==> src/rtl/dec_pkg.sv <==
// Package: shared types for the composed decoder.
// Assumes: nothing beyond IEEE 1800-2017.
package dec_pkg;

    // Structure choice for the two-level decoder
    typedef enum logic {
        COMPOSE_COINCIDENT = 1'b0,
        COMPOSE_TREE       = 1'b1
    } compose_e;

endpackage

==> src/rtl/dec_unit.sv <==
// Module: dec_unit
// An enabled W-input binary decoder with 2**W one-hot outputs.
// Assumes: purely combinational; all outputs are 0 when en_i is low.
module dec_unit #(
    parameter int W = 4
) (
    input  logic [W-1:0]    sel_i,
    input  logic            en_i,
    output logic [(1<<W)-1:0] line_o
);
    localparam int N = 1 << W;

    // One comparator per output line, gated by the enable
    for (genvar i = 0; i < N; i++) begin : g_line
        assign line_o[i] = en_i && (sel_i == W'(i));
    end

    // Guard: a disabled unit drives nothing, an enabled one drives one line
    always_comb begin
        AST_UNIT_SILENT: assert (en_i || (line_o == '0))
            else $error("sub-decoder active while disabled");
        AST_UNIT_SINGLE: assert (!en_i || ($countones(line_o) == 1))
            else $error("sub-decoder not one-hot while enabled");
    end

endmodule

==> src/rtl/dec_coincident.sv <==
// Module: dec_coincident
// Two-level decoder built as AND pairs: upper and lower halves are decoded
// separately and output 16*s+t is the AND of upper line s and lower line t.
// Assumes: only the upper decoder sees the external enable.
module dec_coincident #(
    parameter int SUB_W = 4
) (
    input  logic [2*SUB_W-1:0]        code_i,
    input  logic                      en_i,
    output logic [(1<<(2*SUB_W))-1:0] line_o
);
    localparam int SUB_N = 1 << SUB_W;

    logic [SUB_N-1:0] hi_line;
    logic [SUB_N-1:0] lo_line;

    // Upper half carries the external enable
    dec_unit #(.W(SUB_W)) u_hi (
        .sel_i  (code_i[2*SUB_W-1:SUB_W]),
        .en_i   (en_i),
        .line_o (hi_line)
    );

    // Lower half is permanently enabled
    dec_unit #(.W(SUB_W)) u_lo (
        .sel_i  (code_i[SUB_W-1:0]),
        .en_i   (1'b1),
        .line_o (lo_line)
    );

    // AND matrix: one gate per output
    for (genvar s = 0; s < SUB_N; s++) begin : g_row
        for (genvar t = 0; t < SUB_N; t++) begin : g_col
            assign line_o[s*SUB_N + t] = hi_line[s] & lo_line[t];
        end
    end

    // Guard: the lower decoder always presents a line; the matrix adds no extra bits
    always_comb begin
        AST_LOW_ALWAYS_ON: assert ($countones(lo_line) == 1)
            else $error("lower decoder idle in coincident mode");
        AST_MATRIX_ROW: assert ((line_o == '0) == (hi_line == '0))
            else $error("AND matrix disagrees with upper decoder");
    end

endmodule

==> src/rtl/dec_tree.sv <==
// Module: dec_tree
// Two-level decoder built as an enable tree: a first-level unit decodes the
// upper half and enables one of 2**SUB_W second-level units on the lower half.
// Assumes: second-level unit t owns outputs 16*t .. 16*t+15.
module dec_tree #(
    parameter int SUB_W = 4
) (
    input  logic [2*SUB_W-1:0]        code_i,
    input  logic                      en_i,
    output logic [(1<<(2*SUB_W))-1:0] line_o
);
    localparam int SUB_N = 1 << SUB_W;

    logic [SUB_N-1:0] grp_en;

    // First level: upper half selects the group
    dec_unit #(.W(SUB_W)) u_root (
        .sel_i  (code_i[2*SUB_W-1:SUB_W]),
        .en_i   (en_i),
        .line_o (grp_en)
    );

    // Second level: one unit per group on the lower half
    for (genvar t = 0; t < SUB_N; t++) begin : g_leaf
        dec_unit #(.W(SUB_W)) u_leaf (
            .sel_i  (code_i[SUB_W-1:0]),
            .en_i   (grp_en[t]),
            .line_o (line_o[t*SUB_N +: SUB_N])
        );
    end

    // Guard: set bit, if any, lies in the group named by the upper half
    always_comb begin
        AST_GROUP_LOCAL: assert (!en_i ||
            (line_o[code_i[2*SUB_W-1:SUB_W]*SUB_N +: SUB_N] != '0))
            else $error("set bit outside addressed group");
    end

endmodule

==> src/rtl/wide_decoder.sv <==
// Module: wide_decoder
// 2*SUB_W-input binary decoder with enable, composed from SUB_W-input units.
// STYLE picks the AND-pair or the enable-tree structure; the function is equal.
// Assumes: combinational; no clock or reset is needed.
module wide_decoder #(
    parameter int               SUB_W = 4,
    parameter dec_pkg::compose_e STYLE = dec_pkg::COMPOSE_COINCIDENT
) (
    input  logic [2*SUB_W-1:0]        code_i,
    input  logic                      en_i,
    output logic [(1<<(2*SUB_W))-1:0] onehot_o
);
    localparam int IN_W  = 2 * SUB_W;
    localparam int OUT_N = 1 << IN_W;

    // Structure selection
    if (STYLE == dec_pkg::COMPOSE_TREE) begin : g_tree
        dec_tree #(.SUB_W(SUB_W)) u_core (
            .code_i (code_i),
            .en_i   (en_i),
            .line_o (onehot_o)
        );
    end else begin : g_coin
        dec_coincident #(.SUB_W(SUB_W)) u_core (
            .code_i (code_i),
            .en_i   (en_i),
            .line_o (onehot_o)
        );
    end

    // Guard: port-level function of the decoder
    always_comb begin
        AST_OFF_ALL_ZERO: assert (en_i || (onehot_o == '0))
            else $error("output active while disabled");
        AST_ON_ONE_HOT: assert (!en_i || ($countones(onehot_o) == 1))
            else $error("output not one-hot while enabled");
        AST_ON_RIGHT_BIT: assert (!en_i || onehot_o[code_i])
            else $error("addressed line not set");
        AST_NEVER_MULTI: assert ($onehot0(onehot_o) && (OUT_N > 1))
            else $error("multiple lines set");
    end

endmodule

==> config.mk <==
export PLATFORM = sky130hd
export DESIGN_NAME = wide_decoder
export DESIGN_NICKNAME = d
export VERILOG_FILES = /design/src/rtl/dec_pkg.sv /design/src/rtl/dec_unit.sv /design/src/rtl/dec_coincident.sv /design/src/rtl/dec_tree.sv /design/src/rtl/wide_decoder.sv
export SDC_FILE = /design/constraint.sdc
export NUM_CORES = 1
export LEC_CHECK = 0
export ABC_AREA = 0
export ABC_CLOCK_PERIOD_IN_PS = 1480
export BUFFER_PORTS_ARGS = -buffer_cell sky130_fd_sc_hd__buf_2
export CELL_PAD_IN_SITES_DETAIL_PLACEMENT = 1
export CELL_PAD_IN_SITES_GLOBAL_PLACEMENT = 2
export CORE_ASPECT_RATIO = 1.75
export CORE_MARGIN = 2
export CORE_UTILIZATION = 12
export DETAILED_ROUTE_END_ITERATION = 10
export PLACE_DENSITY = 0.83
export SYNTH_ARGS = -nofsm -noshare
export SYNTH_HDL_FRONTEND = slang
export SYNTH_SLANG_ARGS = --single-unit
==> constraint.sdc <==
create_clock -name vclk -period 1.48
set_clock_uncertainty 0.05 [all_clocks]
set_input_delay 0.148 -clock vclk [all_inputs]
set_output_delay 0.148 -clock vclk [all_outputs]
set_load 0.03 [all_outputs]
=== After elaboration in Yosys (flattened, before gate mapping) ===
Cells that the tools add are included.

* Logic and storage cells: 304
* Flip-flop bits (word level): 0
* Output and inout bits: 256
* Input port bits: 9

* Reductions and logical operators: 18
* Bitwise gates (word level): 256
* Eq/ne operators: 30

{| class="wikitable"
|+ Operators with widths
! kind !! count
|-
| 1-bit AND || 256
|-
| 4-bit equality test (second input constant) || 16
|-
| 4-bit by 3-bit equality test with 1-bit output (second input constant) || 8
|-
| 4-bit by 2-bit equality test with 1-bit output (second input constant) || 4
|-
| 1-bit logical AND || 16
|-
| 4-bit by 1-bit equality test with 1-bit output (second input constant) || 2
|-
| 4-bit zero test || 2
|}

=== Logic depth before layout (Yosys ltp) ===
* Depth in word-level cells: 3
* Mapped depth: 5
* Gate-level depth less buffers: 2

=== By module ===
From an unflattened synthesis, not the netlist that was laid out.

* Cells, all modules: 335
* Area total of the unflattened synthesis: 2133.3 sq um

{| class="wikitable"
|+ Modules (own cells, without submodules)
! module !! sequential area each (sq um) !! area each (sq um) !! cells each !! instances
|-
| dec_coincident || 0.0 || 1898.1 || 289 || 1
|-
| dec_unit || 0.0 || 117.6 || 23 || 2
|}

=== Least setup slack after synthesis ===
Ideal clock, no wire load.

* Path type: input-to-output
* Start point: in code_i[1]
* End point: out onehot_o[100]
* Arrival time: 1.705 ns
* Path buffers: 2
* Cell stages on the path: 4
* Setup slack: -0.423 ns
* Cell sequence: or4b_1 > clkbuf_1 > buf_2 > nor3_1

* Longest elaborated chain between the ends: 2

{| class="wikitable"
|+ Ends and longest elaborated chain
! what !! RTL line !! source
|-
| start: declaration || wide_decoder.sv:9 || <nowiki>input logic [2*SUB_W-1:0] code_i,</nowiki>
|-
| 4-bit by 3-bit equality test with 1-bit output || dec_unit.sv:15 || <nowiki>assign line_o[i] = en_i && (sel_i == W'(i));</nowiki>
|-
| 1-bit AND || dec_coincident.sv:34 || <nowiki>assign line_o[s*SUB_N + t] = hi_line[s] & lo_line[t];</nowiki>
|-
| end: declaration || wide_decoder.sv:11 || <nowiki>output logic [(1<<(2*SUB_W))-1:0] onehot_o</nowiki>
|}

Every way passes these cells.

=== Worst setup path in the final report ===
* Start point: in code_i[1]
* End point: out onehot_o[33]

* Longest elaborated chain between the ends: 2

{| class="wikitable"
|+ Ends and longest elaborated chain
! what !! RTL line
|-
| 4-bit by 1-bit equality test with 1-bit output || dec_unit.sv:15
|-
| 1-bit AND || dec_coincident.sv:34
|}

Every way passes these cells.

==> results.json <==
{
  "nNetsFinal": 701,
  "grt_usage_pct": 25.3,
  "drtAntennaViolNets": 0,
  "max-slew-margin-rel_pct": 67.9,
  "p_total_mw": 1.50,
  "grt_pass1_wl_mm": 33.2,
  "p_switching_mw": 0.922,
  "p_clk_share_pct": 0,
  "avgRoutedWirePerCell_um": 31.5,
  "nClkBuffers": 0,
  "gp_congestion": 0.762,
  "syn_to_final_growth_pct": 392,
  "hold_path.class": "primary input to output port",
  "ys_types": 17,
  "synth_fp_nets": 374,
  "dr.pass1.iters": 4,
  "netlist.area_leader.share_pct": 60.6,
  "slew_viol_final": 0,
  "hold_ws_ns": 0.800,
  "drt_iter0_markers": 106,
  "period_share_pct": 112,
  "whs_path_depth": 4,
  "startpoint": "code_i[1]",
  "synth_top_area_cell": "nor3_1",
  "synthesis.area_mm2": 0.00195,
  "port-buffer-count": 265,
  "yosys_warnings": 0,
  "power_density_mw_per_mm2": 157,
  "cp-start-kind": "primary input",
  "pre_cts_ws_ns": -0.420,
  "avgSynthCellArea_um2": 5.34,
  "syn_inst": 365,
  "layout_common_cells": "208 x buf_6, 200 x nor3_4, 89 x buf_4, 52 x nor3_2, 43 x buf_12",
  "core_area_mm2": 0.0159,
  "n_fill_cell": 1475,
  "fmax_mhz": 602,
  "worstMarginPinSlew_ns": 0.481,
  "die_h_um": 173,
  "path_max_fanout": 8,
  "drc": 0,
  "io_pins": 265,
  "tns_ns": -16.35,
  "grt_overflow": 0,
  "grt_max_degree": 48,
  "synth.yosys.seq_area_share_pct": 0,
  "min-delay-start": "code_i[5]",
  "pwr-share-comb_pct": 100.0,
  "crit_arrival_ns": 1.46,
  "swShare_pct": 61.4,
  "critPathCaptureType": "output port",
  "setup_viol": 208,
  "antennaDiodeCount": 0,
  "required_ns": 1.28,
  "vias_per_cell": 5.45,
  "layout_setup_ws_ns": -0.181,
  "grt_pass1_vias": 4820,
  "regArea_um2": 0,
  "pwr-share-seq_pct": 0,
  "utilization_pct": 60.4,
  "cp_slowest_cell": "or4b_4",
  "multi_input_area_mm2": 0.00417,
  "drv_cap": 0,
  "drt-total-wl_mm": 27.7,
  "power.internal_mw": 0.580,
  "dp.final_hpwl_mm": 13.6,
  "final_common_cell": "buf_6",
  "num_vias": 4792,
  "antenna_found_initial": 0,
  "die_width_um": 100,
  "violations": "negative setup slack",
  "drive_above_1_share_pct": 98.4,
  "path_cells": "buf_8, or4b_4, clkbuf_16, nor3_4, buf_6",
  "seq_cells": 0,
  "outcome": "finished with violations",
  "initial_core_util_pct": 12.3,
  "rsz0062_at_grt": "yes",
  "num_rows": 61,
  "irDropWorstVdd_uv": 138,
  "synthTopCellsByArea": "nor3_1 61%, nor3_2 10%, clkbuf_1 9.2%",
  "worstSetupPathType": "primary input to output port",
  "dieArea_mm2": 0.0173,
  "p_leak_nw": 5.17,
  "period_minus_slack_ns": 1.66,
  "hold_viol_final": 0,
  "slowest_delay_ns": 0.61
}
## synth_stat cells (2+ instances only)
cell	number
buf_1	23
nand2b_1	2
nand4bb_1	6
nand4b_1	4
buf_6	4
buf_2	10
or4b_1	4
nor3_1	236
clkbuf_1	48
nor3_2	20
nand3b_1	2
## critical path, delay by kind of cell
kind,cells,cell delay [ns]
buf+inv,3,0.49
simple gates,2,0.82
## layer usage
metal | vias up | global-route usage, % | wire length (µm)
met3 | 66 | 3.19 | 1320
met5 | - | 0 | 0
met4 | 0 | 7.19 | 1180
li1 | 2032 | - | -
met1 | 2416 | 28.4 | 9460
met2 | 278 | 48.4 | 15700
## worst paths after layout
check	slack, ns	endpoint
min	0.80	onehot_o[250]
max	-0.18	onehot_o[33]
## cell families after synthesis
group | Yosys count | share of synthesized area (%)
simple gates | 280 | 81.5
buf+inv | 85 | 18.5
## layout make-up
type | count | share of cell area (%)
multi-input combinational | 281 | 43.4
tap | 189 | 2.47
timing repair buffer | 409 | 54.1
## stage by stage
stage	std cells	cell area [µm²]
2_1_floorplan	365	3680
3_3_place_gp	811	5680
3_5_place_dp	811	5680
4_1_cts	843	7760
5_1_grt	879	9590
6_report	879	9590
## power by group through the flow
stage / combinational, mW / clock (mW) / sequential (mW)
after floorplan: 0.551 / 0 / 0
after global placement: 0.842 / 0 / 0
after detailed placement: 0.863 / 0 / 0
after CTS: 1.18 / 0 / 0
after global routing: 1.54 / 0 / 0
final: 1.50 / 0 / 0
## repair_timing
item	in CTS	in global routing
pin swaps	74	95
setup buffers	13	20
gates cloned	19	21
setup endpoints to repair	237	246
gates resized for setup	434	333
hold buffers	0	0
Power figures use the tool's default switching activity.
